--- config.mk ---
export PLATFORM = sky130hd
export DESIGN_NAME = pw_mem_arbiter
export DESIGN_NICKNAME = d
export VERILOG_FILES = /design/src/rtl/pw_arb_pkg.sv /design/src/rtl/pw_post_buf.sv /design/src/rtl/pw_read_ctl.sv /design/src/rtl/pw_slot_mux.sv /design/src/rtl/pw_mem_arbiter.sv
export SDC_FILE = /design/constraint.sdc
export NUM_CORES = 1
export LEC_CHECK = 0
export ABC_CLOCK_PERIOD_IN_PS = 1020
export BUFFER_PORTS_ARGS = -buffer_cell sky130_fd_sc_hd__buf_4
export CAP_MARGIN = 20
export CELL_PAD_IN_SITES_DETAIL_PLACEMENT = 1
export CELL_PAD_IN_SITES_GLOBAL_PLACEMENT = 2
export CORE_MARGIN = 1
export CORE_UTILIZATION = 22
export CTS_CLUSTER_SIZE = 24
export DETAILED_ROUTE_END_ITERATION = 8
export PLACE_DENSITY_LB_ADDON = 0.1
export SLEW_MARGIN = 20
export SYNTH_ARGS = -nofsm -noshare
export SYNTH_HDL_FRONTEND = slang
export SYNTH_SLANG_ARGS = --single-unit
--- constraint.sdc ---
create_clock -name clk -period 1.02 [get_ports clk]
set_input_delay 0.153 -clock clk [delete_from_list [all_inputs] [get_ports clk]]
set_output_delay 0.153 -clock clk [all_outputs]
set_load 0.05 [all_outputs]
--- src/rtl/pw_arb_pkg.sv ---
package pw_arb_pkg;
  typedef enum logic [0:0] {
    RD_IDLE = 1'b0,
    RD_DATA = 1'b1
  } rd_state_t;
endpackage

--- src/rtl/pw_post_buf.sv ---
module pw_post_buf #(
  parameter int AW = 8,
  parameter int DW = 8
) (
  input  logic          clk,
  input  logic          rst_n,
  input  logic          load,
  input  logic [AW-1:0] ld_addr,
  input  logic [DW-1:0] ld_data,
  input  logic          retire,
  output logic          valid,
  output logic [AW-1:0] addr,
  output logic [DW-1:0] data
);
  logic valid_d;

  always_comb begin
    valid_d = valid;
    if (retire) valid_d = 1'b0;
    if (load)   valid_d = 1'b1;
  end

  always_ff @(posedge clk or negedge rst_n) begin
    if (!rst_n) valid <= 1'b0;
    else        valid <= valid_d;
  end

  // Payload registers: clock enable only, no reset needed.
  always_ff @(posedge clk) begin
    if (load) begin
      addr <= ld_addr;
      data <= ld_data;
    end
  end
endmodule

--- src/rtl/pw_read_ctl.sv ---
module pw_read_ctl
  import pw_arb_pkg::*;
(
  input  logic clk,
  input  logic rst_n,
  input  logic issue,
  output logic idle,
  output logic done
);
  rd_state_t state, state_d;

  always_comb begin
    state_d = state;
    case (state)
      RD_IDLE: if (issue) state_d = RD_DATA;
      RD_DATA: state_d = RD_IDLE;
      default: state_d = RD_IDLE;
    endcase
  end

  always_ff @(posedge clk or negedge rst_n) begin
    if (!rst_n) state <= RD_IDLE;
    else        state <= state_d;
  end

  assign idle = (state == RD_IDLE);
  assign done = (state == RD_DATA);
endmodule

--- src/rtl/pw_slot_mux.sv ---
module pw_slot_mux #(
  parameter int AW = 8,
  parameter int DW = 8
) (
  input  logic          rfsh_req,
  input  logic [AW-1:0] rfsh_addr,
  input  logic          buf_valid,
  input  logic [AW-1:0] buf_addr,
  input  logic [DW-1:0] buf_data,
  input  logic          rd_want,
  input  logic [AW-1:0] rd_addr,
  output logic          grant,
  output logic          retire,
  output logic          rd_issue,
  output logic          mem_en,
  output logic          mem_we,
  output logic [AW-1:0] mem_addr,
  output logic [DW-1:0] mem_wdata
);
  // Fixed priority: refresh, then posted write, then CPU read.
  always_comb begin
    grant     = 1'b0;
    retire    = 1'b0;
    rd_issue  = 1'b0;
    mem_en    = 1'b0;
    mem_we    = 1'b0;
    mem_addr  = rd_addr;
    mem_wdata = buf_data;
    if (rfsh_req) begin
      grant    = 1'b1;
      mem_en   = 1'b1;
      mem_addr = rfsh_addr;
    end else if (buf_valid) begin
      retire   = 1'b1;
      mem_en   = 1'b1;
      mem_we   = 1'b1;
      mem_addr = buf_addr;
    end else if (rd_want) begin
      rd_issue = 1'b1;
      mem_en   = 1'b1;
    end
  end
endmodule

--- src/rtl/pw_mem_arbiter.sv ---
module pw_mem_arbiter #(
  parameter int AW = 8,
  parameter int DW = 8
) (
  input  logic          clk,
  input  logic          rst_n,
  input  logic          cpu_req,
  input  logic          cpu_we,
  input  logic [AW-1:0] cpu_addr,
  input  logic [DW-1:0] cpu_wdata,
  output logic          cpu_ready,
  output logic [DW-1:0] cpu_rdata,
  input  logic          rfsh_req,
  input  logic [AW-1:0] rfsh_addr,
  output logic          rfsh_grant,
  output logic          mem_en,
  output logic          mem_we,
  output logic [AW-1:0] mem_addr,
  output logic [DW-1:0] mem_wdata,
  input  logic [DW-1:0] mem_rdata
);
  localparam int SYNC_STAGES = 2;

  logic [SYNC_STAGES-1:0] rst_pipe;
  logic                   rst_int_n;

  always_ff @(posedge clk or negedge rst_n) begin
    if (!rst_n) rst_pipe <= '0;
    else        rst_pipe <= {rst_pipe[SYNC_STAGES-2:0], 1'b1};
  end
  assign rst_int_n = rst_pipe[SYNC_STAGES-1];

  logic          buf_valid, buf_load, buf_retire;
  logic [AW-1:0] buf_addr;
  logic [DW-1:0] buf_data;
  logic          rd_idle, rd_done, rd_issue, rd_want;

  assign buf_load = cpu_req & cpu_we & ~buf_valid;
  assign rd_want  = cpu_req & ~cpu_we & rd_idle;

  pw_post_buf #(.AW(AW), .DW(DW)) u_buf (
    .clk     (clk),
    .rst_n   (rst_int_n),
    .load    (buf_load),
    .ld_addr (cpu_addr),
    .ld_data (cpu_wdata),
    .retire  (buf_retire),
    .valid   (buf_valid),
    .addr    (buf_addr),
    .data    (buf_data)
  );

  pw_read_ctl u_rd (
    .clk   (clk),
    .rst_n (rst_int_n),
    .issue (rd_issue),
    .idle  (rd_idle),
    .done  (rd_done)
  );

  pw_slot_mux #(.AW(AW), .DW(DW)) u_mux (
    .rfsh_req  (rfsh_req),
    .rfsh_addr (rfsh_addr),
    .buf_valid (buf_valid),
    .buf_addr  (buf_addr),
    .buf_data  (buf_data),
    .rd_want   (rd_want),
    .rd_addr   (cpu_addr),
    .grant     (rfsh_grant),
    .retire    (buf_retire),
    .rd_issue  (rd_issue),
    .mem_en    (mem_en),
    .mem_we    (mem_we),
    .mem_addr  (mem_addr),
    .mem_wdata (mem_wdata)
  );

  assign cpu_ready = buf_load | rd_done;
  assign cpu_rdata = mem_rdata;
endmodule

Word-level counts from Yosys, hierarchy flattened
Cells that the tools add are included.

word-level totals
  register bits = 20
  bits in latches = 0
  RAM bits = 0
  bits in read-only memories = 0
  bits of input ports = 37
  word-level logic and storage cells = 28
  memories = 0

operators by class
  add/subtract/negate cells = 0
  multipliers = 0
  divide/modulo/power cells = 0
  order comparisons = 0
  eq/ne operators = 0
  shift-type cells = 0
  muxes and demuxes = 14
  bitwise logic cells = 8
  reduce and logical (&&, ||, !) cells = 1

operator list
  kind                                count
  2-to-1 mux 8 bit                    2
  2-to-1 mux 1 bit                    11
  bitwise AND 1 bit                   4
  NOT 1 bit                           3
  one-hot mux 1 bit (2 select lines)  1
  nonzero test 2 bit                  1
  OR 1 bit                            1

Logic depth before layout (Yosys ltp)
  depth after elaboration = 8
  depth in mapped cells = 3
  gate-level depth less buffers = 2

Cells and area by module
From an unflattened synthesis, not the netlist that was laid out.

second synthesis, totals
  cells, all modules = 78
  area, all modules = 972.2 um^2

by module, submodules not included
  module          instances  cells each  area each (um^2)  seq. area each (um^2)
  pw_post_buf     1          19          516.7             505.5
  pw_slot_mux     1          40          280.3             0.0
  pw_mem_arbiter  1          16          140.1             50.0
  pw_read_ctl     1          3           35.0              25.0

Worst setup path after synthesis
Ideal clock, no wire load.

  path kind = reg2out
  start = register u_buf.valid
  end = output port mem_addr[5]
  data arrival time = 1,622 ps
  path slack = -755 ps
  cell stages (with the launch flop) = 3
  path through = dfrtp_1 > mux2i_1 > o21ai_0

on the way
  cells in the longest elaborated chain, start to end = 2

ends and longest elaborated chain
  item                    line                  RTL
  start, declared         pw_post_buf.sv:11     output logic valid,
  start signal, assigned  pw_post_buf.sv:25     else valid <= valid_d;
  2-to-1 mux 8 bit        pw_slot_mux.sv:33     end else if (buf_valid) begin
  2-to-1 mux 8 bit        pw_slot_mux.sv:29     if (rfsh_req) begin
  end, declared           pw_mem_arbiter.sv:18  output logic [AW-1:0] mem_addr,

Every way passes these cells.

Worst setup path in the final report
  start = register u_buf.valid
  end = output port mem_addr[2]

Same word-level chain as after synthesis.

==> results.toml <==
[clocking]
cts_tree = "yes"
clockRootBuffer = "clkbuf_8"
numCtsBuffers = 3
insertion_delay_ps = 250
clkTransAtPathRegs_ps = 70
clk_path_buf_depth = 2
htree_levels = 1
cts.sinks = 20

[grt]
grt_max_degree = 21
globalRouteTotalUtil_pct = 10.2
grt_overflow = 0
grt_pass1_vias = 726
antenna_found_initial = 0
grt_pass1_wl_mm = 3.19

[floorplan]
die_h_um = 65.2
die_width_um = 65.2
core_area_sq_um = 3740
initial_core_util_pct = 23.5
dieArea_sq_um = 4250
pin_count = 65
std_cell_rows = 22

[placed_design]
gp_congestion = 0.629
dp_hpwl_mm = 1.46
port_buffers = 48
dp.cells = 161

[synth]
ys_ff_latch = 20
syn_avg_cell_area_sq_um = 13.1
synthCells = 67
yosys_warnings = 0
synth_fp_nets = 104
synth_area_sq_um = 878
synth-seq-area-share_pct = 66.1
ys_types = 17

[drt]
ant_nets = 0
drtIter0Drc = 9
dr.pass1.iters = 2
vias_per_cell = 4.13
drc = 0
vias = 693
wl_per_cell_um = 12.3
routed_wl_mm = 2.06

[sta]
period_needed_ps = 1490
whs_ps = 27.8
layout_setup_ws_ps = -468
finalHoldViolCount = 0
max_freq_mhz = 672
drv_slew = 0
setup_viol_count_final = 28
rsz0062_at_grt = "true"
finalClockSkew_ps = 1.33
fin_crit_sh_pct = 146

[finish]
syn2layout_area_growth_pct = 91.7
fin_nets = 158
n_antenna_cell = 0
layout-drive-gt1-share_pct = 72.5
final_cells = 168
fillers = 406

[worst_setup_path]
crit_path_end_kind = "output pin"
crit_type = "reg2out"
cp.arrival_ps = 1340
startpoint_type = "flip-flop"
r2r_slack_ps = -310
cp.required_ps = 870
crit_fanout = 8

[power_and_ir_drop]
leakage_nw = 0.681
power.density_nw_per_um2 = 1480
peakVddDrop_mv = 0.796

[outcome]
failed_checks = "negative setup slack"
status = "finished with violations"

[min_path]
worst_hold_path_type = "reg2async"

[flow_run]
max_cap_viol_count = 0
layout make-up:
type	count	area (sq um)	area share, %
clock buffer	3	41.3	2.45
clock inverter	1	30.0	1.78
tap	48	60.1	3.57
timing repair buffer	61	556	33.0
inverter	1	7.51	0.446
sequential	20	581	34.5
multi-input combinational	34	409	24.3
cell usage in the layout, fill, tap and decap left out, drive strengths merged:
| cell type | netlist | layout |
|---|---|---|
| o21ai | 8 | 8 |
| nor2 | 1 | 1 |
| or3b | 1 | 1 |
| dlygate4sd3 | 0 | 1 |
| conb | 1 | 1 |
| nand3b | 1 | 1 |
| clkbuf | 2 | 4 |
| mux2i | 8 | 8 |
| nor3 | 1 | 1 |
| nor2b | 1 | 1 |
| buf | 10 | 59 |
| dfrtp | 4 | 4 |
| nand2b | 1 | 1 |
| bufinv | 0 | 1 |
| edfxtp | 16 | 16 |
| clkinvlp | 0 | 1 |
| nand2 | 11 | 11 |
metal layers:
metal	wire length (um)	part of all wire (%)	track usage (%)
met2	1060	51	18.6
met4	5	0.24	1.90
met5	0	0	0
met3	230	11	4.69
met1	771	37	10.6
metrics by stage:
| stage | util, % | setup slack (ps) | area [sq um] | power, mW | setup TNS [ps] |
|---|---|---|---|---|---|
| 4_1_cts | 45.0 | -486 | 1680 | 2.54 | -9760 |
| 3_3_place_gp | 38.1 | -198 | 1430 | 1.60 | -4540 |
| 2_1_floorplan | - | -189 | 995 | 1.44 | -4410 |
| 3_5_place_dp | 38.1 | -215 | 1430 | 1.61 | -4920 |
| 5_1_grt | 45.0 | -523 | 1680 | 2.58 | -11070 |
| 6_report | 45.0 | -468 | 1680 | 2.50 | -9570 |
cell usage after synthesis (all sizes together):
cell,n,share of area (%)
inv,1,0.43
nand3b,1,0.86
clkbuf,2,0.86
buf,10,9.0
nor3,1,1.1
nor2,1,0.43
nand2,11,4.7
or3b,1,1.0
dfrtp,4,11
nor2b,1,0.71
o21ai,8,4.6
nand2b,1,0.71
conb,1,0.43
edfxtp,16,55
mux2i,8,9.1
worst paths after layout:
kind                       depth (start not counted)                    start                 endpoint
max                                                4  u_buf.valid$_DFFE_PN0P_              mem_addr[2]
min in group clk                                   1             cpu_wdata[3]  u_buf.data[3]$_DFFE_PP_
min                                                0    rst_pipe[1]$_DFF_PN0_      u_rd.done$_DFF_PN0_
max reg2reg                                        4  u_buf.valid$_DFFE_PN0P_  u_buf.addr[5]$_DFFE_PP_
min reg2reg                                        0    rst_pipe[1]$_DFF_PN0_      u_rd.done$_DFF_PN0_
max in group asynchronous                          2                    rst_n    rst_pipe[0]$_DFF_PN0_
power by group:
group | internal (mW) | switching (mW)
combinational | 0.361 | 0.409
sequential | 0.928 | 0.0215
clock | 0.523 | 0.253
worst max-delay path: stages (launching register included):
cell     delay [ps]
dfrtp_1         420
buf_12          170
mux2i_4         190
o21ai_4         120
buf_6           170
cells by family after synthesis:
| kind of cell | synth area share (%) |
|---|---|
| AOI/OAI and AO/OA | 4.56 |
| buffers and inverters | 10.3 |
| DFF | 66.1 |
| muxes | 9.12 |
| other | 0.427 |
| and+or+nand+nor | 9.55 |
repair_timing:
action | 4_1_cts | 5_1_grt
hold buffers | 1 | 0
resized for setup | 29 | 2
endpoints found under the setup margin | 28 | 29
endpoints found under the hold margin | 2 | 0
gates cloned | 1 | 0
buffers inserted | 1 | 0
state kept, by name, summed over array words and instances (netlist names):
register and flops:
u_buf.valid 1, u_rd.done 1, u_buf.data 8, rst_pipe 2
u_buf.addr 8
Power figures use the tool's default switching activity.
